<file path="src/rtl/dcache_pkg.sv">
package dcache_pkg;

    localparam int LINE_BYTES = 64;
    localparam int OFF_W      = $clog2(LINE_BYTES);

    typedef enum logic [1:0] {
        ST_IDLE   = 2'd0,
        ST_LOOKUP = 2'd1,
        ST_WAIT   = 2'd2,
        ST_RESP   = 2'd3
    } dc_state_t;

endpackage

</file>
<file path="src/rtl/dc_tag_array.sv">
module dc_tag_array #(
    parameter int SETS  = 4,
    parameter int WAYS  = 4,
    parameter int TAG_W = 24,
    localparam int IDX_W = $clog2(SETS),
    localparam int WAY_W = (WAYS > 1) ? $clog2(WAYS) : 1
) (
    input  logic             clk,
    input  logic             rst_n,
    input  logic [IDX_W-1:0] rd_idx,
    input  logic [TAG_W-1:0] rd_tag,
    output logic [WAYS-1:0]  hit_vec,
    output logic [WAYS-1:0]  inv_vec,
    input  logic             wr_en,
    input  logic [IDX_W-1:0] wr_idx,
    input  logic [WAY_W-1:0] wr_way,
    input  logic [TAG_W-1:0] wr_tag
);

    logic [TAG_W-1:0] tag_q   [SETS][WAYS];
    logic [WAYS-1:0]  valid_q [SETS];

    // valid bits are reset, tags are not
    always_ff @(posedge clk) begin
        if (!rst_n) begin
            for (int s = 0; s < SETS; s++) begin
                valid_q[s] <= '0;
            end
        end else if (wr_en) begin
            valid_q[wr_idx][wr_way] <= 1'b1;
        end
    end

    always_ff @(posedge clk) begin
        if (wr_en) begin
            tag_q[wr_idx][wr_way] <= wr_tag;
        end
    end

    // one comparator per way
    for (genvar g = 0; g < WAYS; g++) begin : g_way
        assign hit_vec[g] = valid_q[rd_idx][g] && (tag_q[rd_idx][g] == rd_tag);
        assign inv_vec[g] = !valid_q[rd_idx][g];
    end

endmodule

</file>
<file path="src/rtl/dc_lru_array.sv">
module dc_lru_array #(
    parameter int SETS = 4,
    parameter int WAYS = 4,
    localparam int IDX_W = $clog2(SETS),
    localparam int WAY_W = (WAYS > 1) ? $clog2(WAYS) : 1
) (
    input  logic             clk,
    input  logic             rst_n,
    input  logic [IDX_W-1:0] idx,
    input  logic [WAYS-1:0]  inv_vec,
    input  logic             touch_en,
    input  logic [WAY_W-1:0] touch_way,
    output logic [WAY_W-1:0] victim
);

    // age 0 = most recent, WAYS-1 = least recent; ages in a set are a permutation
    logic [WAY_W-1:0] age_q [SETS][WAYS];

    always_ff @(posedge clk) begin
        if (!rst_n) begin
            for (int s = 0; s < SETS; s++) begin
                for (int w = 0; w < WAYS; w++) begin
                    age_q[s][w] <= WAY_W'(w);
                end
            end
        end else if (touch_en) begin
            for (int w = 0; w < WAYS; w++) begin
                if (WAY_W'(w) == touch_way) begin
                    age_q[idx][w] <= '0;
                end else if (age_q[idx][w] < age_q[idx][touch_way]) begin
                    age_q[idx][w] <= age_q[idx][w] + 1'b1;
                end
            end
        end
    end

    // lowest invalid way first, oldest way otherwise
    always_comb begin
        logic found;
        found  = 1'b0;
        victim = '0;
        for (int w = 0; w < WAYS; w++) begin
            if (!found && inv_vec[w]) begin
                victim = WAY_W'(w);
                found  = 1'b1;
            end
        end
        if (!found) begin
            for (int w = 0; w < WAYS; w++) begin
                if (age_q[idx][w] == WAY_W'(WAYS - 1)) begin
                    victim = WAY_W'(w);
                end
            end
        end
    end

endmodule

</file>
<file path="src/rtl/dcache_wt.sv">
module dcache_wt
    import dcache_pkg::*;
#(
    parameter int ADDR_W  = 32,
    parameter int CAP_KB  = 1,
    parameter int WAYS    = 4,
    parameter int HIT_LAT = 5,
    parameter int CNT_W   = 32
) (
    input  logic                    clk,
    input  logic                    rst_n,
    input  logic                    perfect_i,
    input  logic                    req_valid,
    output logic                    req_ready,
    input  logic                    req_write,
    input  logic [ADDR_W-1:0]       req_addr,
    output logic                    resp_valid,
    output logic                    resp_hit,
    output logic                    miss_valid,
    output logic [ADDR_W-1:0]       miss_addr,
    output logic                    wt_valid,
    output logic [ADDR_W-1:0]       wt_addr,
    input  logic                    fill_valid,
    output logic                    fill_ready,
    input  logic [ADDR_W-OFF_W-1:0] fill_line,
    output logic [CNT_W-1:0]        hit_count,
    output logic [CNT_W-1:0]        miss_count
);

    localparam int SETS      = CAP_KB * 1024 / WAYS / LINE_BYTES;
    localparam int IDX_W     = $clog2(SETS);
    localparam int TAG_W     = ADDR_W - OFF_W - IDX_W;
    localparam int WAY_W     = (WAYS > 1) ? $clog2(WAYS) : 1;
    localparam int WAIT_W    = (HIT_LAT > 2) ? $clog2(HIT_LAT) : 1;
    localparam int WAIT_INIT = (HIT_LAT > 2) ? HIT_LAT - 3 : 0;

    dc_state_t         st_q, st_nx;
    logic [ADDR_W-1:0] cur_addr_q;
    logic              cur_write_q;
    logic [WAIT_W-1:0] wait_q;

    logic [IDX_W-1:0]  lk_idx;
    logic [TAG_W-1:0]  lk_tag;
    logic [WAYS-1:0]   hit_vec, inv_vec;
    logic              any_hit, eff_hit;
    logic [WAY_W-1:0]  hit_way, victim;
    logic              accept, fill_go, lookup;
    logic              tag_wr, touch_en;
    logic [WAY_W-1:0]  touch_way;

    // ---------------- lookup address select ----------------
    // fills use the array in IDLE, requests in LOOKUP
    always_comb begin
        if (st_q == ST_IDLE) begin
            lk_idx = fill_line[IDX_W-1:0];
            lk_tag = fill_line[ADDR_W-OFF_W-1:IDX_W];
        end else begin
            lk_idx = cur_addr_q[OFF_W +: IDX_W];
            lk_tag = cur_addr_q[ADDR_W-1:OFF_W+IDX_W];
        end
    end

    always_comb begin
        hit_way = '0;
        for (int w = 0; w < WAYS; w++) begin
            if (hit_vec[w]) begin
                hit_way = WAY_W'(w);
            end
        end
    end

    assign any_hit   = |hit_vec;
    assign eff_hit   = perfect_i || any_hit;
    assign fill_go   = (st_q == ST_IDLE) && fill_valid;
    assign accept    = (st_q == ST_IDLE) && !fill_valid && req_valid;
    assign lookup    = (st_q == ST_LOOKUP);
    assign tag_wr    = fill_go && !any_hit;
    assign touch_en  = fill_go || (lookup && any_hit && !perfect_i);
    assign touch_way = tag_wr ? victim : hit_way;

    // ---------------- storage ----------------
    dc_tag_array #(
        .SETS  (SETS),
        .WAYS  (WAYS),
        .TAG_W (TAG_W)
    ) u_tags (
        .clk     (clk),
        .rst_n   (rst_n),
        .rd_idx  (lk_idx),
        .rd_tag  (lk_tag),
        .hit_vec (hit_vec),
        .inv_vec (inv_vec),
        .wr_en   (tag_wr),
        .wr_idx  (lk_idx),
        .wr_way  (victim),
        .wr_tag  (lk_tag)
    );

    dc_lru_array #(
        .SETS (SETS),
        .WAYS (WAYS)
    ) u_lru (
        .clk       (clk),
        .rst_n     (rst_n),
        .idx       (lk_idx),
        .inv_vec   (inv_vec),
        .touch_en  (touch_en),
        .touch_way (touch_way),
        .victim    (victim)
    );

    // ---------------- state register ----------------
    always_ff @(posedge clk) begin
        if (!rst_n) begin
            st_q <= ST_IDLE;
        end else begin
            st_q <= st_nx;
        end
    end

    always_comb begin
        st_nx = st_q;
        unique case (st_q)
            ST_IDLE: begin
                if (accept) st_nx = ST_LOOKUP;
            end
            ST_LOOKUP: begin
                if (!eff_hit)          st_nx = ST_IDLE;
                else if (HIT_LAT <= 2) st_nx = ST_RESP;
                else                   st_nx = ST_WAIT;
            end
            ST_WAIT: begin
                if (wait_q == '0) st_nx = ST_RESP;
            end
            ST_RESP: begin
                st_nx = ST_IDLE;
            end
        endcase
    end

    // ---------------- request and latency registers ----------------
    always_ff @(posedge clk) begin
        if (!rst_n) begin
            cur_addr_q  <= '0;
            cur_write_q <= 1'b0;
            wait_q      <= '0;
        end else begin
            if (accept) begin
                cur_addr_q  <= req_addr;
                cur_write_q <= req_write;
            end
            if (lookup) begin
                wait_q <= WAIT_W'(WAIT_INIT);
            end else if (st_q == ST_WAIT && wait_q != '0) begin
                wait_q <= wait_q - 1'b1;
            end
        end
    end

    always_ff @(posedge clk) begin
        if (!rst_n) begin
            hit_count  <= '0;
            miss_count <= '0;
        end else if (lookup) begin
            if (eff_hit) hit_count  <= hit_count + CNT_W'(1);
            else         miss_count <= miss_count + CNT_W'(1);
        end
    end

    // ---------------- outputs ----------------
    always_comb begin
        req_ready  = 1'b0;
        fill_ready = 1'b0;
        resp_valid = 1'b0;
        resp_hit   = 1'b0;
        miss_valid = 1'b0;
        wt_valid   = 1'b0;
        unique case (st_q)
            ST_IDLE: begin
                fill_ready = 1'b1;
                req_ready  = !fill_valid;
            end
            ST_LOOKUP: begin
                wt_valid = cur_write_q;
                if (!eff_hit) begin
                    resp_valid = 1'b1;
                    miss_valid = 1'b1;
                end
            end
            ST_WAIT: begin
            end
            ST_RESP: begin
                resp_valid = 1'b1;
                resp_hit   = 1'b1;
            end
        endcase
    end

    assign miss_addr = {cur_addr_q[ADDR_W-1:OFF_W], {OFF_W{1'b0}}};
    assign wt_addr   = cur_addr_q;

endmodule

</file>
<file path="config.mk">
export PLATFORM = sky130hd
export DESIGN_NAME = dcache_wt
export DESIGN_NICKNAME = d
export VERILOG_FILES = /design/src/rtl/dcache_pkg.sv /design/src/rtl/dc_tag_array.sv /design/src/rtl/dc_lru_array.sv /design/src/rtl/dcache_wt.sv
export SDC_FILE = /design/constraint.sdc
export NUM_CORES = 1
export LEC_CHECK = 0
export ABC_AREA = 1
export BUFFER_PORTS_ARGS = -buffer_cell sky130_fd_sc_hd__buf_2
export CORE_MARGIN = 2
export CORE_UTILIZATION = 50
export DETAILED_ROUTE_END_ITERATION = 8
export PLACE_DENSITY = 0.77
export SLEW_MARGIN = 0
export SYNTH_ARGS = -nofsm -noshare
export SYNTH_HDL_FRONTEND = slang
export SYNTH_SLANG_ARGS = --single-unit
</file>
<file path="constraint.sdc">
create_clock -name clk -period 6.5 [get_ports clk]
set_input_delay 0.975 -clock clk [delete_from_list [all_inputs] [get_ports clk]]
set_output_delay 0.975 -clock clk [all_outputs]
set_load 0.01 [all_outputs]
</file>
# Word level (Yosys, flattened, before mapping)
# Memories as Yosys holds them, arrays and structs flattened.
# Cells that the tools add are included.
[classes]
add_sub_neg = 7
order_cmp = 9
n_eq_ne = 16
muxes = 89
bitwise = 8
reduce_logical = 38
[op_table]
columns = ["op", "n"]
rows = [
  ["24-bit equality test", 4],
  ["96-bit 2-to-1 mux", 1],
  ["32-bit by 1-bit adder with 32-bit output (second input constant)", 2],
  ["1-bit 2-to-1 mux", 52],
  ["24-bit demux with 2-bit select", 1],
  ["2-bit 2-to-1 mux", 24],
  ["24-bit 2-to-1 mux", 2],
  ["1-bit logical AND", 16],
  ["4-bit 2-to-1 mux", 4],
  ["2-bit equality test (second input constant)", 6],
  ["2-bit by 1-bit adder with 2-bit output (second input constant)", 4],
  ["1-bit logical NOT", 8],
  ["2-bit < comparator", 4],
  ["8-bit 2-to-1 mux", 1],
  ["2-bit case mux with 4 select lines", 1],
  ["4-bit OR reduction", 2],
  ["8-bit OR reduction", 1],
  ["3-bit greater-or-equal comparator (second input constant)", 2],
  ["2-bit NOT with 3-bit output", 2],
  ["2-bit AND reduction", 3],
  ["2-bit binary-select mux with 2-bit select", 1],
  ["2-bit equality test (first input constant)", 2],
  ["2-bit logical NOT", 2],
  ["2-bit != test (second input constant)", 2],
  ["other kinds (15)", 20],
]
[totals]
ff_bits = 102
mem_bits_rw = 432
in_bits = 64
output_inout_bits = 134
word_cells = 177
n_memories = 3
[mem_list]
columns = ["name", "depth", "width", "read_ports", "rd_ports_with_merged_regs", "wr", "line_no", "text"]
rows = [
  ["u_tags.tag_q", 4, 96, 1, 0, 1, "dc_tag_array.sv:20", "logic [TAG_W-1:0] tag_q [SETS][WAYS];"],
  ["u_lru.age_q", 4, 8, 1, 0, 4, "dc_lru_array.sv:17", "logic [WAY_W-1:0] age_q [SETS][WAYS];"],
  ["u_tags.valid_q", 4, 4, 1, 0, 4, "dc_tag_array.sv:21", "logic [WAYS-1:0] valid_q [SETS];"],
]

# Depth between registers and ports, before layout
# Gate-level depths: netlist (run 1).
# An unclocked memory read counts as a cell.
[logic_depth]
word_depth = 31
mapped_depth = 33
mapped_depth_nobuf = 30

# Modules after synthesis
# Synthesis (run 1) repeated with hierarchy kept, for this count alone.
[hier_totals]
hier_cells = 2723
hier_area_um2 = 24771.3
[modules_own_cells]
columns = ["mod", "instances", "cells_each", "area_each_um2", "seq_area_each_um2"]
rows = [
  ["dc_tag_array", 1, 1629, 17184.0, 12011.5],
  ["dcache_wt", 1, 852, 5586.6, 2042.0],
  ["dc_lru_array", 1, 242, 2000.7, 960.9],
]

# Least setup slack after synthesis (run 1)
# No wires, ideal clock.
[synth_path]
path_kind = "input port to flip-flop"
from = "input port fill_line[0]"
to = "memory u_tags.tag_q[0][48] (netlist bit) (enable)"
setup_time_ps = 405
t_arrival_ps = 4198
required_ps = 6095
setup_slack_ps = 1897
path_stages = 18
n_path_buf = 3
path_cell_list = "nand2_2 > nand2_4 > buf_4 > nor2_2 > clkbuf_1 > a22oi_1 > and2_1 > inv_1 > ha_1 > nor2_1 > nand2_1 > inv_1 > a21oi_1 > nand3_2 > inv_1 > nand2_1 > clkbuf_1 > nor2_1"
[synth_between]
elab_chain_len = 22
elab_cells_between_ends = 47
classes_between = "order compare: 2; eq/ne: 8; mux: 17; bitwise: 1; reduce/logical: 16; memory: 3"
[synth_rtl]
columns = ["item", "line_no", "text"]
rows = [
  ["start: declaration", "dcache_wt.sv:25", "input logic [ADDR_W-OFF_W-1:0] fill_line,"],
  ["2-bit 2-to-1 mux (*)", "dcache_wt.sv:54", "if (st_q == ST_IDLE) begin"],
  ["memory 4 x 4 bit", "-", ""],
  ["1-bit logical NOT", "dc_tag_array.sv:43", "assign inv_vec[g] = !valid_q[rd_idx][g];"],
  ["1-bit logical AND", "dc_lru_array.sv:43", "if (!found && inv_vec[w]) begin"],
  ["1-bit 2-to-1 mux", "dc_lru_array.sv:43", ""],
  ["1-bit logical NOT", "dc_lru_array.sv:43", ""],
  ["1-bit logical AND", "dc_lru_array.sv:43", ""],
  ["1-bit 2-to-1 mux", "dc_lru_array.sv:43", ""],
  ["[3 not listed]", "-", ""],
  ["2-bit 2-to-1 mux (4 in a row)", "dc_lru_array.sv:50", "if (age_q[idx][w] == WAY_W'(WAYS - 1)) begin"],
  ["2-bit 2-to-1 mux", "dc_lru_array.sv:48", "if (!found) begin"],
  ["2-bit NOT with 3-bit output (not written as such)", "dc_tag_array.sv:36", "tag_q[wr_idx][wr_way] <= wr_tag;"],
  ["3-bit greater-or-equal comparator (not written as such) / 3-bit by 1-bit < comparator with 1-bit output (equally long branches)", "dc_tag_array.sv:36", ""],
  ["1-bit logical AND (not written as such)", "dc_tag_array.sv:36", ""],
  ["24-bit 2-to-1 mux (not written as such)", "dc_tag_array.sv:36", ""],
  ["24-bit demux with 2-bit select", "dc_tag_array.sv:36", ""],
  ["96-bit 2-to-1 mux (not written as such)", "dc_tag_array.sv:36", ""],
  ["end: declaration", "dc_tag_array.sv:20", ""],
]
# Mark *: on every way between the ends. The rest lies on a longest branch, timed or not.

# Worst setup path in the final report (run 1)
[layout_path]
from = "register st_q[0]"
to = "output port miss_valid"
[layout_between]
elab_chain_len = 9
elab_cells_between_ends = 18
classes_between = "eq/ne: 5; mux: 4; reduce/logical: 7; memory: 2"
[layout_rtl]
columns = ["item", "line_no", "text"]
rows = [
  ["start: declaration", "dcache_wt.sv:37", "dc_state_t st_q, st_nx;"],
  ["start signal: assignment", "dcache_wt.sv:117", "st_q <= st_nx;"],
  ["2-bit logical NOT", "dcache_wt.sv:54", ""],
  ["2-bit 2-to-1 mux", "dcache_wt.sv:54", ""],
  ["memory 4 x 96 bit", "-", ""],
  ["24-bit equality test", "dc_tag_array.sv:42", "assign hit_vec[g] = valid_q[rd_idx][g] && (tag_q[rd_idx][g] == rd_tag);"],
  ["1-bit logical AND", "dc_tag_array.sv:42", ""],
  ["4-bit OR reduction", "dcache_wt.sv:72", "assign any_hit = |hit_vec;"],
  ["1-bit logical OR", "dcache_wt.sv:73", "assign eff_hit = perfect_i || any_hit;"],
  ["1-bit 2-to-1 mux", "dcache_wt.sv:185", "if (!eff_hit) begin"],
  ["1-bit 2-to-1 mux (*)", "dcache_wt.sv:178", "unique case (st_q)"],
  ["end: declaration", "dcache_wt.sv:19", "output logic miss_valid,"],
]
# Marked as above.

==> metrics.md, run 1 <==
| Metric | Value |
|---|---|
| Outcome | `finished, final reports clean` |
| Clock sinks | `534` |
| Die area | `0.05301 sq mm` |
| RR Startpoint | `st_q[0]$_SDFFE_PN0P_` |
| CP Class | `register to output pin` |
| Largest net degree at the start of global routing | `116` |
| Vias/cell | `5.499` |
| Power share of the combinational group | `23.3%` |
| Synth Flop Type | `edfxtp_1` |
| Hpwl dp | `48,580 um` |
| Final ANT Viol Nets | `0` |
| Vias in the first global route | `19,680` |
| Syn avg cell area | `8.599 sq um` |
| Mapped Area | `0.02559 sq mm` |
| CP endpoint kind | `output pin` |
| Max FO, Critical Path | `115` |
| Largest family of logic cells by synthesized area | `simple AND/OR/NAND/NOR gates` |
| Post-CTS setup buffers | `0` |
| Area delta synth->final | `12.66%` |
| Share of layout cells above drive strength 1 | `12.08%` |
| Nets | `3,217` |
| Clock root buffer | `clkbuf_16` |
| Crit path max-delay cell type | `dfxtp_1` |
| Worst stage delay on the critical path | `0.43 ns` |
| First-pass GRT wire length | `112,100 um` |
| P_sw | `2.838 mW` |
| Worst Path Buf+Inv | `4` |
| Total number of vias | `21,180` |
| H-tree depth | `2` |
| GPL Wtd Cong | `0.9818` |
| Synth Area in Simple Gates | `29.56%` |
| Die H | `230.2 um` |
| Hold Path Class | `register to register` |
| Share of total power in the clock network | `32.3%` |
| Core area | `0.05038 sq mm` |
| CP startpoint | `st_q[0]$_SDFFE_PN0P_` |
| Post-Synth XOR/XNOR Area | `0.5818%` |
| Top post-synthesis cells by area | `edfxtp_1, nand2_1, dfxtp_1, nand3_1, inv_1` |
| HP Start | `wt_addr[2]$_SDFFE_PN0P_` |
| Die X | `230.2 um` |
| Row count | `82` |
| FF+latch count, synth | `534` |
| Dpl cell area | `0.02725 sq mm` |
| Post-synth ARST share | `0%` |
| Slew headroom | `12.18%` |
| P_int | `6.089 mW` |
| CP Launch Type | `register` |
| DRC errors left | `0` |
| Final hold vios | `0` |
| Initial cell density of the core | `50.80%` |
| CTS tree | `done` |
| DR WL/cell | `18.98 um` |
| Crit path required time | `5.52 ns` |
| Final setup fails | `0` |
| Reg clk slew, reported paths | `0.06 ns` |
| Max-Cap Viols | `0` |
| Clk_lat worst skew | `0.60 ns` |
| CP most frequent cell | `nand2_1` |
| Port bufs | `191` |
| Register area share after synthesis | `58.67%` |
| Setup Skew | `0.02700 ns` |
| Part of the cycle the worst path needs | `85.97%` |
| Sequence of cells on the critical path | `inv_2 > nand2_2 > nand2_2 > nand2_8 > buf_12 > nand2_1 > nand2_1 > nand2_1 > nand3_1 > nand2_1 > nor2_1 > nand3b_1 > nor2_1 > nand2_1 > nand2_2 > nor2_8 > nand2_2 > inv_1 > buf_2` |
| Post-layout min period | `5.588 ns` |
| Gr usage total | `27.32%` |
| Post-synthesis adder-cell area fraction | `0.3911%` |
| Post-synth top area share | `50.69%` |
| CTS resizes | `0` |
| Finished Cell Area | `0.02883 sq mm` |
| # hold bufs at CTS | `0` |
| Synth area leader | `edfxtp_1` |
| Max Slew Vio Count | `0` |
| Io pins | `198` |
| Number of flops mapped to enable cells by yosys | `432` |
| Yosys cell types | `47` |
| WL final | `73,120 um` |
| RSZ-0062 raised after global routing | `false` |
| Maximum vdd drop | `0.0002189 V` |
| Num CTS Buffers | `51` |
| 1st-iter DRT viols | `2,226` |
| Setup TNS | `0 ns` |
| Synth cell count leaders | `nand2_1, edfxtp_1, nand3_1` |
| Initial antenna violation count | `0` |
| Drt first pass iters | `6` |
| Pwr Density | `309.6 mW/mm^2` |
| Yosys Warn Count | `0` |
| Seq pwr share | `44.4%` |
| Compound-cell area share of the yosys netlist | `4.782%` |
| Diode count | `0` |
| Delay-heaviest family, CP | `simple AND/OR/NAND/NOR gates` |
| Top-count cell post-synth | `nand2_1` |
| CP Data Arrival Time | `4.61 ns` |
| GR Overflow Total | `0` |
| F_max | `0.1790 GHz` |
| Synth Instances | `2,976` |
| Switch share | `31.79%` |
| Clk buf depth | `3` |
| Slew of the pin with the lowest slew margin | `1.308 ns` |
| Multiplexer share of the synthesized area | `0%` |
| Static leakage | `12.46 nW` |
## registers in the layout, indices dropped and copies added, names as in the netlist, named ones only
name,flops
u_lru.age_q,32
u_tags.valid_q,16
st_q,1
wait_q,3
wt_addr,32
hit_count,32
u_tags.tag_q,384
cur_write_q,1
miss_count,32
## cell usage in the layout (no fill, tap or decap), types with 13 or more instances in the layout
cell       instances
nand2_1         1344
edfxtp_1         432
nand3_1          205
inv_1            194
buf_2            191
nor2_1           169
dfxtp_1          102
a21oi_1           84
o21ai_0           72
buf_4             56
clkbuf_16         51
nand4_1           31
nor3_1            31
o21ai_1           26
nor2_2            15
xor2_1            14
nor4_1            13
## area by class of cell
type / count / area, sq um
Multi-Input combinational cell: 2107 / 9169
Sequential cell: 534 / 15010
Fill cell: 4307 / 21540
Inverter: 199 / 747.0
Clock buffer: 68 / 1400
Clock inverter: 20 / 183.9
Timing Repair Buffer: 252 / 1476
Tap cell: 672 / 840.8
## tightest hold or removal path: stages (launching register included)
cell and delay, ns:
dfxtp_1 0.31, nand2_1 0.06, a21oi_1 0.05
## final timing paths
path | endpoint | slack, ns | cells past startpoint
min reg2reg | wt_addr[2]$_SDFFE_PN0P_ | 0.47 | 2
min | wt_addr[2]$_SDFFE_PN0P_ | 0.47 | 2
max | miss_valid | 0.91 | 19
max reg2reg | u_tags.tag_q[2][47]$_DFFE_PP_ | 1.03 | 18
## cell families (layout without fill, tap and decap cells)
| logic type | Yosys count | after routing |
|---|---|---|
| buf+inv | 340 | 539 |
| compound gates | 221 | 221 |
| simple gates | 1855 | 1855 |
| xor+xnor | 17 | 17 |
| flops | 534 | 534 |
| fa+ha+maj | 8 | 8 |
| other cells | 1 | 6 |
## through the flow
| stage | util (%) | hold WS [ns] | setup WS, ns | cells | power, mW |
|---|---|---|---|---|---|
| 2_1_floorplan | - | 0.4301 | 1.897 | 2981 | 5.394 |
| 3_3_place_gp | 54.09 | 0.4480 | 1.040 | 3764 | 6.034 |
| 3_5_place_dp | 54.09 | 0.4517 | 0.9352 | 3764 | 6.061 |
| 4_1_cts | 57.23 | 0.4617 | 1.075 | 3852 | 8.896 |
| 5_1_grt | 57.23 | 0.4937 | 0.7313 | 3852 | 9.279 |
| 6_report | 57.23 | 0.4671 | 0.9120 | 3852 | 8.928 |
## routing by layer
layer	wire length (um)	global-route usage, %
met1	28650	37.21
met2	33690	43.67
met3	7824	4.142
met4	2958	11.73
met5	0	0
## power groups by stage
stage	Combinational, mW	Sequential, mW	Clock [mW]
2_1_floorplan	1.36	4.04	0
3_3_place_gp	2.00	4.03	0
3_5_place_dp	2.02	4.04	0
4_1_cts	2.04	3.96	2.90
5_1_grt	2.29	3.97	3.02
6_report	2.08	3.97	2.88
Power figures use the tool's default switching activity.
==> run 2: changes to the inputs <==
Settings changed: RECOVER_POWER set to 100.
==> run 2 against run 1 <==
The flow now finishes with violations (max-capacitance violations, max-slew violations). Worst hold slack improved by 0.0024 ns. Final area fell by 1.3%. Count of clock-buffer cells in the layout did not move. Maximum frequency fell by 5.5%. Sequential share of layout area rose by 0.69 points. Routed wire length fell by 0.27%. Sequential cell count did not move. Setup slack got worse by 0.32 ns. Via count rose by 0.10%. Final cell count did not move. Utilization fell by 0.75 points. Non-clock buffer count did not move. Critical endpoint is now u_tags.tag_q[1][81]$_DFFE_PP_.
==> metrics.md, run 2 (synthesis gave the netlist of run 1 again) <==
| Metric | Value |
|---|---|
| Outcome | `finished, violations left` |
| Violated checks | `max-capacitance violations, max-slew violations` |
| H-tree depth | `2` |
| Total number of vias | `21,200` |
| Clk_lat worst skew | `0.60 ns` |
| Slew headroom | `-62.07%` |
| CTS tree | `done` |
| Gr usage total | `27.32%` |
| Share of total power in the clock network | `32.4%` |
| Die X | `230.2 um` |
| Commonest non-fill, non-tap cell in the layout | `nand2_1` |
| Final ANT Viol Nets | `0` |
| Switch share | `31.86%` |
| Core area | `0.05038 sq mm` |
| Crit path required time | `6.73 ns` |
| Drt first pass iters | `6` |
| Clk buf depth | `3` |
| Seq pwr share | `44.7%` |
| Max FO, Critical Path | `50` |
| DR WL/cell | `18.93 um` |
| Final core occ | `56.48%` |
| WL final | `72,920 um` |
| Diode count | `0` |
| P_int | `6.061 mW` |
| Clock sinks | `534` |
| Num CTS Buffers | `51` |
| Nets | `3,217` |
| Largest net degree at the start of global routing | `116` |
| Post-CTS setup buffers | `0` |
| Maximum vdd drop | `0.0002166 V` |
| RSZ-0062 raised after global routing | `false` |
| P_sw | `2.834 mW` |
| Largest register by flop count | `u_tags.tag_q` |
| Max Slew Vio Count | `178` |
| Share of layout cells above drive strength 1 | `6.447%` |
| Initial antenna violation count | `0` |
| Setup TNS | `0 ns` |
| Commonest cells after routing, fill and taps aside | `nand2_1, edfxtp_1, nand3_1` |
| First-pass GRT wire length | `112,100 um` |
| GPL Wtd Cong | `0.9818` |
| Hpwl dp | `48,580 um` |
| Die area | `0.05301 sq mm` |
| Pwr Density | `312.6 mW/mm^2` |
| Hold Path Class | `register to register` |
| Vias/cell | `5.504` |
| Port bufs | `191` |
| Slew of the pin with the lowest slew margin | `2.431 ns` |
| Io pins | `198` |
| 1st-iter DRT viols | `2,297` |
| DRC errors left | `0` |
| # hold bufs at CTS | `0` |
| GR Overflow Total | `0` |
| Post-layout min period | `5.912 ns` |
| Multi-input logic area | `0.009084 sq mm` |
| CP endpoint kind | `register` |
| CTS resizes | `0` |
| Vias in the first global route | `19,680` |
| Reg clk slew, reported paths | `0.07 ns` |
| Final setup fails | `0` |
| Fillcell total | `4,439` |
| Die H | `230.2 um` |
| Row count | `82` |
| Part of the cycle the worst path needs | `90.96%` |
| F_max | `0.1691 GHz` |
| Max-Cap Viols | `6` |
| Initial cell density of the core | `50.80%` |
| Final hold vios | `0` |
| Number of flip-flops in the largest register | `384` |
| Power share of the combinational group | `22.9%` |
| CP Data Arrival Time | `6.14 ns` |
| CP Class | `register to register` |
| CP Launch Type | `register` |
| Static leakage | `11.79 nW` |
| Clock root buffer | `clkbuf_16` |
| Setup Skew | `0.02265 ns` |
| Area delta synth->final | `11.19%` |
| Register area | `0.01501 sq mm` |
run 2: changes by cell type in the layout (fill, tap and decap cells not counted), moves of 5 or more:
| cell | change |
|---|---|
| nor2_1 | +7 |
| o21ai_0 | +25 |
| o21ai_1 | -21 |
| buf_2 | -128 |
| clkbuf_2 | +11 |
| nand2_2 | -5 |
| nand2_1 | +6 |
| clkbuf_1 | +156 |
| buf_4 | -39 |
run 2: power by group through the flow:
stage / combinational (mW) / sequential [mW] / clock, mW
after floorplan: 1.36 / 4.04 / 0
after global placement: 2.00 / 4.03 / 0
after detailed placement: 2.02 / 4.04 / 0
after CTS: 2.04 / 3.96 / 2.90
after global routing: 2.25 / 3.98 / 3.02
final: 2.04 / 3.97 / 2.88
run 2: layout make-up:
type | count | share of cell area [%]
clock buffers | 68 | 4.921
clock inverters | 20 | 0.6464
inverters | 199 | 2.625
multi-input cells | 2107 | 31.92
flip-flops and latches | 534 | 52.77
well taps | 672 | 2.955
repair buffers | 252 | 4.160
run 2: critical path, stage by stage, from the launching register on:
cell      delay [ns]
dfxtp_1         0.45
nor2_4          0.12
buf_4           0.28
o21ai_0         1.38
clkbuf_1        0.44
nand3_1         0.27
nand2_1         0.13
nor2_1          0.05
nand3b_1        0.19
nor2_1          0.08
nand2_1         0.09
nand2_2         0.13
nor2_8          0.18
nand4_1         0.53
nor2_4          0.65
clkbuf_2        0.54
run 2: through the flow:
step | setup slack, ns | power, mW | instances | instance area, sq um | hold WS (ns)
CTS | 1.075 | 8.896 | 3852 | 28830 | 0.4617
global placement | 1.040 | 6.034 | 3764 | 27250 | 0.4480
floorplan | 1.897 | 5.394 | 2981 | 25610 | 0.4301
global route | 0.3698 | 9.244 | 3852 | 28450 | 0.4949
detailed placement | 0.9352 | 6.061 | 3764 | 27250 | 0.4517
finish | 0.5877 | 8.894 | 3852 | 28450 | 0.4694
run 2: path summary, 6_finish.rpt:
| kind | startpoint | to | slack (ns) | cells after the start |
|---|---|---|---|---|
| worst max-delay path | register | u_tags.tag_q[1][81]$_DFFE_PP_ | 0.59 | 15 |
| worst min register to register | wt_addr[0]$_SDFFE_PN0P_ | wt_addr[0]$_SDFFE_PN0P_ | 0.47 | 2 |
| worst max register to register | register | u_tags.tag_q[1][81]$_DFFE_PP_ | 0.59 | 15 |
| worst min-delay path | wt_addr[0]$_SDFFE_PN0P_ | wt_addr[0]$_SDFFE_PN0P_ | 0.47 | 2 |
run 2: routing by layer:
metal  GRT usage [%]  vias to the layer above  part of all wire, %
met5               0                        -                    0
met1           37.21                     9773                   39
met2           43.67                     1234                   46
met4           11.73                        0                  4.0
met3           4.142                      158                   10
li1                -                    10040                    -
==> run 3: changes to the inputs <==
Settings changed: CAP_MARGIN set to 30, CORE_MARGIN 2 to unset, CORE_UTILIZATION 50 to 35, PLACE_DENSITY 0.77 to 0.6.
==> run 3 against run 2 <==
The flow still finishes with violations (max-capacitance violations, max-slew violations). Combinational power is essentially flat. Non-clock buffer count shrank 2. Global-route usage shrank 7.1 points. Critical endpoint is now miss_valid. Largest cell class unchanged. Largest power group unchanged.
==> metrics.md, run 3 (synthesis gave the netlist of run 1 again) <==
| Metric | Value |
|---|---|
| Placed insts | `4,040` |
| Clock sinks | `534` |
| H-tree depth | `2` |
| Max FO, Critical Path | `25` |
| # hold bufs at CTS | `0` |
| Final ANT Viol Nets | `0` |
| Commonest non-fill, non-tap cell in the layout | `nand2_1` |
| Register area | `0.01501 sq mm` |
| Die area | `0.07420 sq mm` |
| Number of flip-flops in the largest register | `384` |
| Nets | `3,217` |
| GPL Wtd Cong | `0.9210` |
| Gr usage total | `20.18%` |
| Row count | `98` |
| Initial cell density of the core | `35.55%` |
| F_max | `0.1729 GHz` |
| Fillcell total | `7,208` |
| Max Slew Vio Count | `212` |
| Max-Cap Viols | `5` |
| Slew headroom | `-75.19%` |
| Die H | `272.4 um` |
| Final setup fails | `0` |
| Slew of the pin with the lowest slew margin | `2.628 ns` |
| DR WL/cell | `18.24 um` |
| First-pass GRT wire length | `115,500 um` |
| Finished Layout Cells | `4,136` |
| Total number of vias | `20,670` |
| Static leakage | `11.93 nW` |
| CTS tree | `done` |
| Clk buf depth | `3` |
| Share of layout cells above drive strength 1 | `7.127%` |
| Initial antenna violation count | `2` |
| Die X | `272.4 um` |
| Final hold vios | `0` |
| Hold Path Class | `register to register` |
| Core area | `0.07198 sq mm` |
| RSZ-0062 raised after global routing | `false` |
| Area delta synth->final | `13.69%` |
| Reg clk slew, reported paths | `0.06 ns` |
| Post-CTS setup buffers | `0` |
| CTS resizes | `0` |
| GR Overflow Total | `0` |
| Vias/cell | `4.998` |
| Largest net degree at the start of global routing | `114` |
| Io pins | `198` |
| Clock root buffer | `clkbuf_16` |
| Num CTS Buffers | `53` |
| Vias in the first global route | `19,220` |
| DRC errors left | `0` |
| Largest register by flop count | `u_tags.tag_q` |
| CP Class | `register to output pin` |
| Setup TNS | `0 ns` |
| WL final | `75,430 um` |
| Outcome | `finished, violations left` |
| CP Launch Type | `register` |
| Part of the cycle the worst path needs | `88.96%` |
| Port bufs | `191` |
| Clk_lat worst skew | `0.63 ns` |
| Drt first pass iters | `8` |
| Post-layout min period | `5.783 ns` |
| Crit path required time | `5.52 ns` |
| Violated checks | `max-capacitance violations, max-slew violations` |
| Hpwl dp | `51,000 um` |
| Multi-input logic area | `0.009114 sq mm` |
| 1st-iter DRT viols | `1,774` |
| Pwr Density | `317.9 mW/mm^2` |
| CP endpoint kind | `output pin` |
| Setup Skew | `0.05175 ns` |
| Commonest cells after routing, fill and taps aside | `nand2_1, edfxtp_1, nand3_1` |
| CP Data Arrival Time | `4.81 ns` |
| Maximum vdd drop | `0.0002147 V` |
[run 3: cell type report]
cell class	count	share of cell area (%)
Inverter	199	2.567
Multi-Input combinational cell	2107	31.32
Timing Repair Buffer	250	4.232
Clock buffer	62	4.821
Clock inverter	33	1.359
Sequential cell	534	51.60
Antenna cell	1	0.008601
Tap cell	950	4.085
[run 3: worst max-delay path, stage by stage (launching register included)]
cell      delay [ns]
dfxtp_1         0.36
nor2_4          0.41
clkbuf_1        0.79
nand2_1         0.22
o21ai_0         0.66
inv_1           0.36
nand2_1         0.25
nand2_1         0.06
nand3b_1        0.15
nor2_1          0.11
nand2_1         0.12
nand2_2         0.21
nor2_8          0.07
nand2_2         0.15
inv_1           0.11
clkbuf_1        0.15
[run 3: worst paths after layout]
path	depth (start not counted)	startpoint	end	slack (ns)
hold reg to reg	2	cur_write_q$_SDFFE_PN0P_	cur_write_q$_SDFFE_PN0P_	0.45
setup reg to reg	16	register	u_tags.tag_q[2][90]$_DFFE_PP_	0.72
setup / recovery	15	register	miss_valid	0.72
hold / removal	2	cur_write_q$_SDFFE_PN0P_	cur_write_q$_SDFFE_PN0P_	0.45
[run 3: layer usage]
layer	vias to the layer above	wire length, um	part of all wire [%]	global-route usage (%)
met5	-	13	0.017	0
met4	2	1974	2.6	6.062
met3	114	5576	7.4	3.112
met2	804	35220	47	32.94
met1	9692	32650	43	27.55
li1	10060	-	-	-
[run 3: through the flow]
stage | power, mW | setup WS (ns) | cell area (sq um) | utilization (%) | hold slack [ns]
2_1_floorplan | 5.394 | 1.897 | 25610 | - | 0.4301
3_3_place_gp | 6.115 | 1.148 | 27630 | 38.39 | 0.4439
3_5_place_dp | 6.124 | 1.054 | 27630 | 38.39 | 0.4494
4_1_cts | 9.318 | 0.9449 | 29430 | 40.89 | 0.4583
5_1_grt | 9.649 | 0.3029 | 29100 | 40.42 | 0.4752
6_report | 9.249 | 0.7174 | 29100 | 40.42 | 0.4547
[run 3: power breakdown]
part	total, mW	internal, mW	leakage [nW]	switching, mW
sequential	3.97	3.92	4.75	0.0448
clock	3.21	1.86	0.863	1.35
combinational	2.07	0.529	6.31	1.54
total	9.25	6.31	11.9	2.94
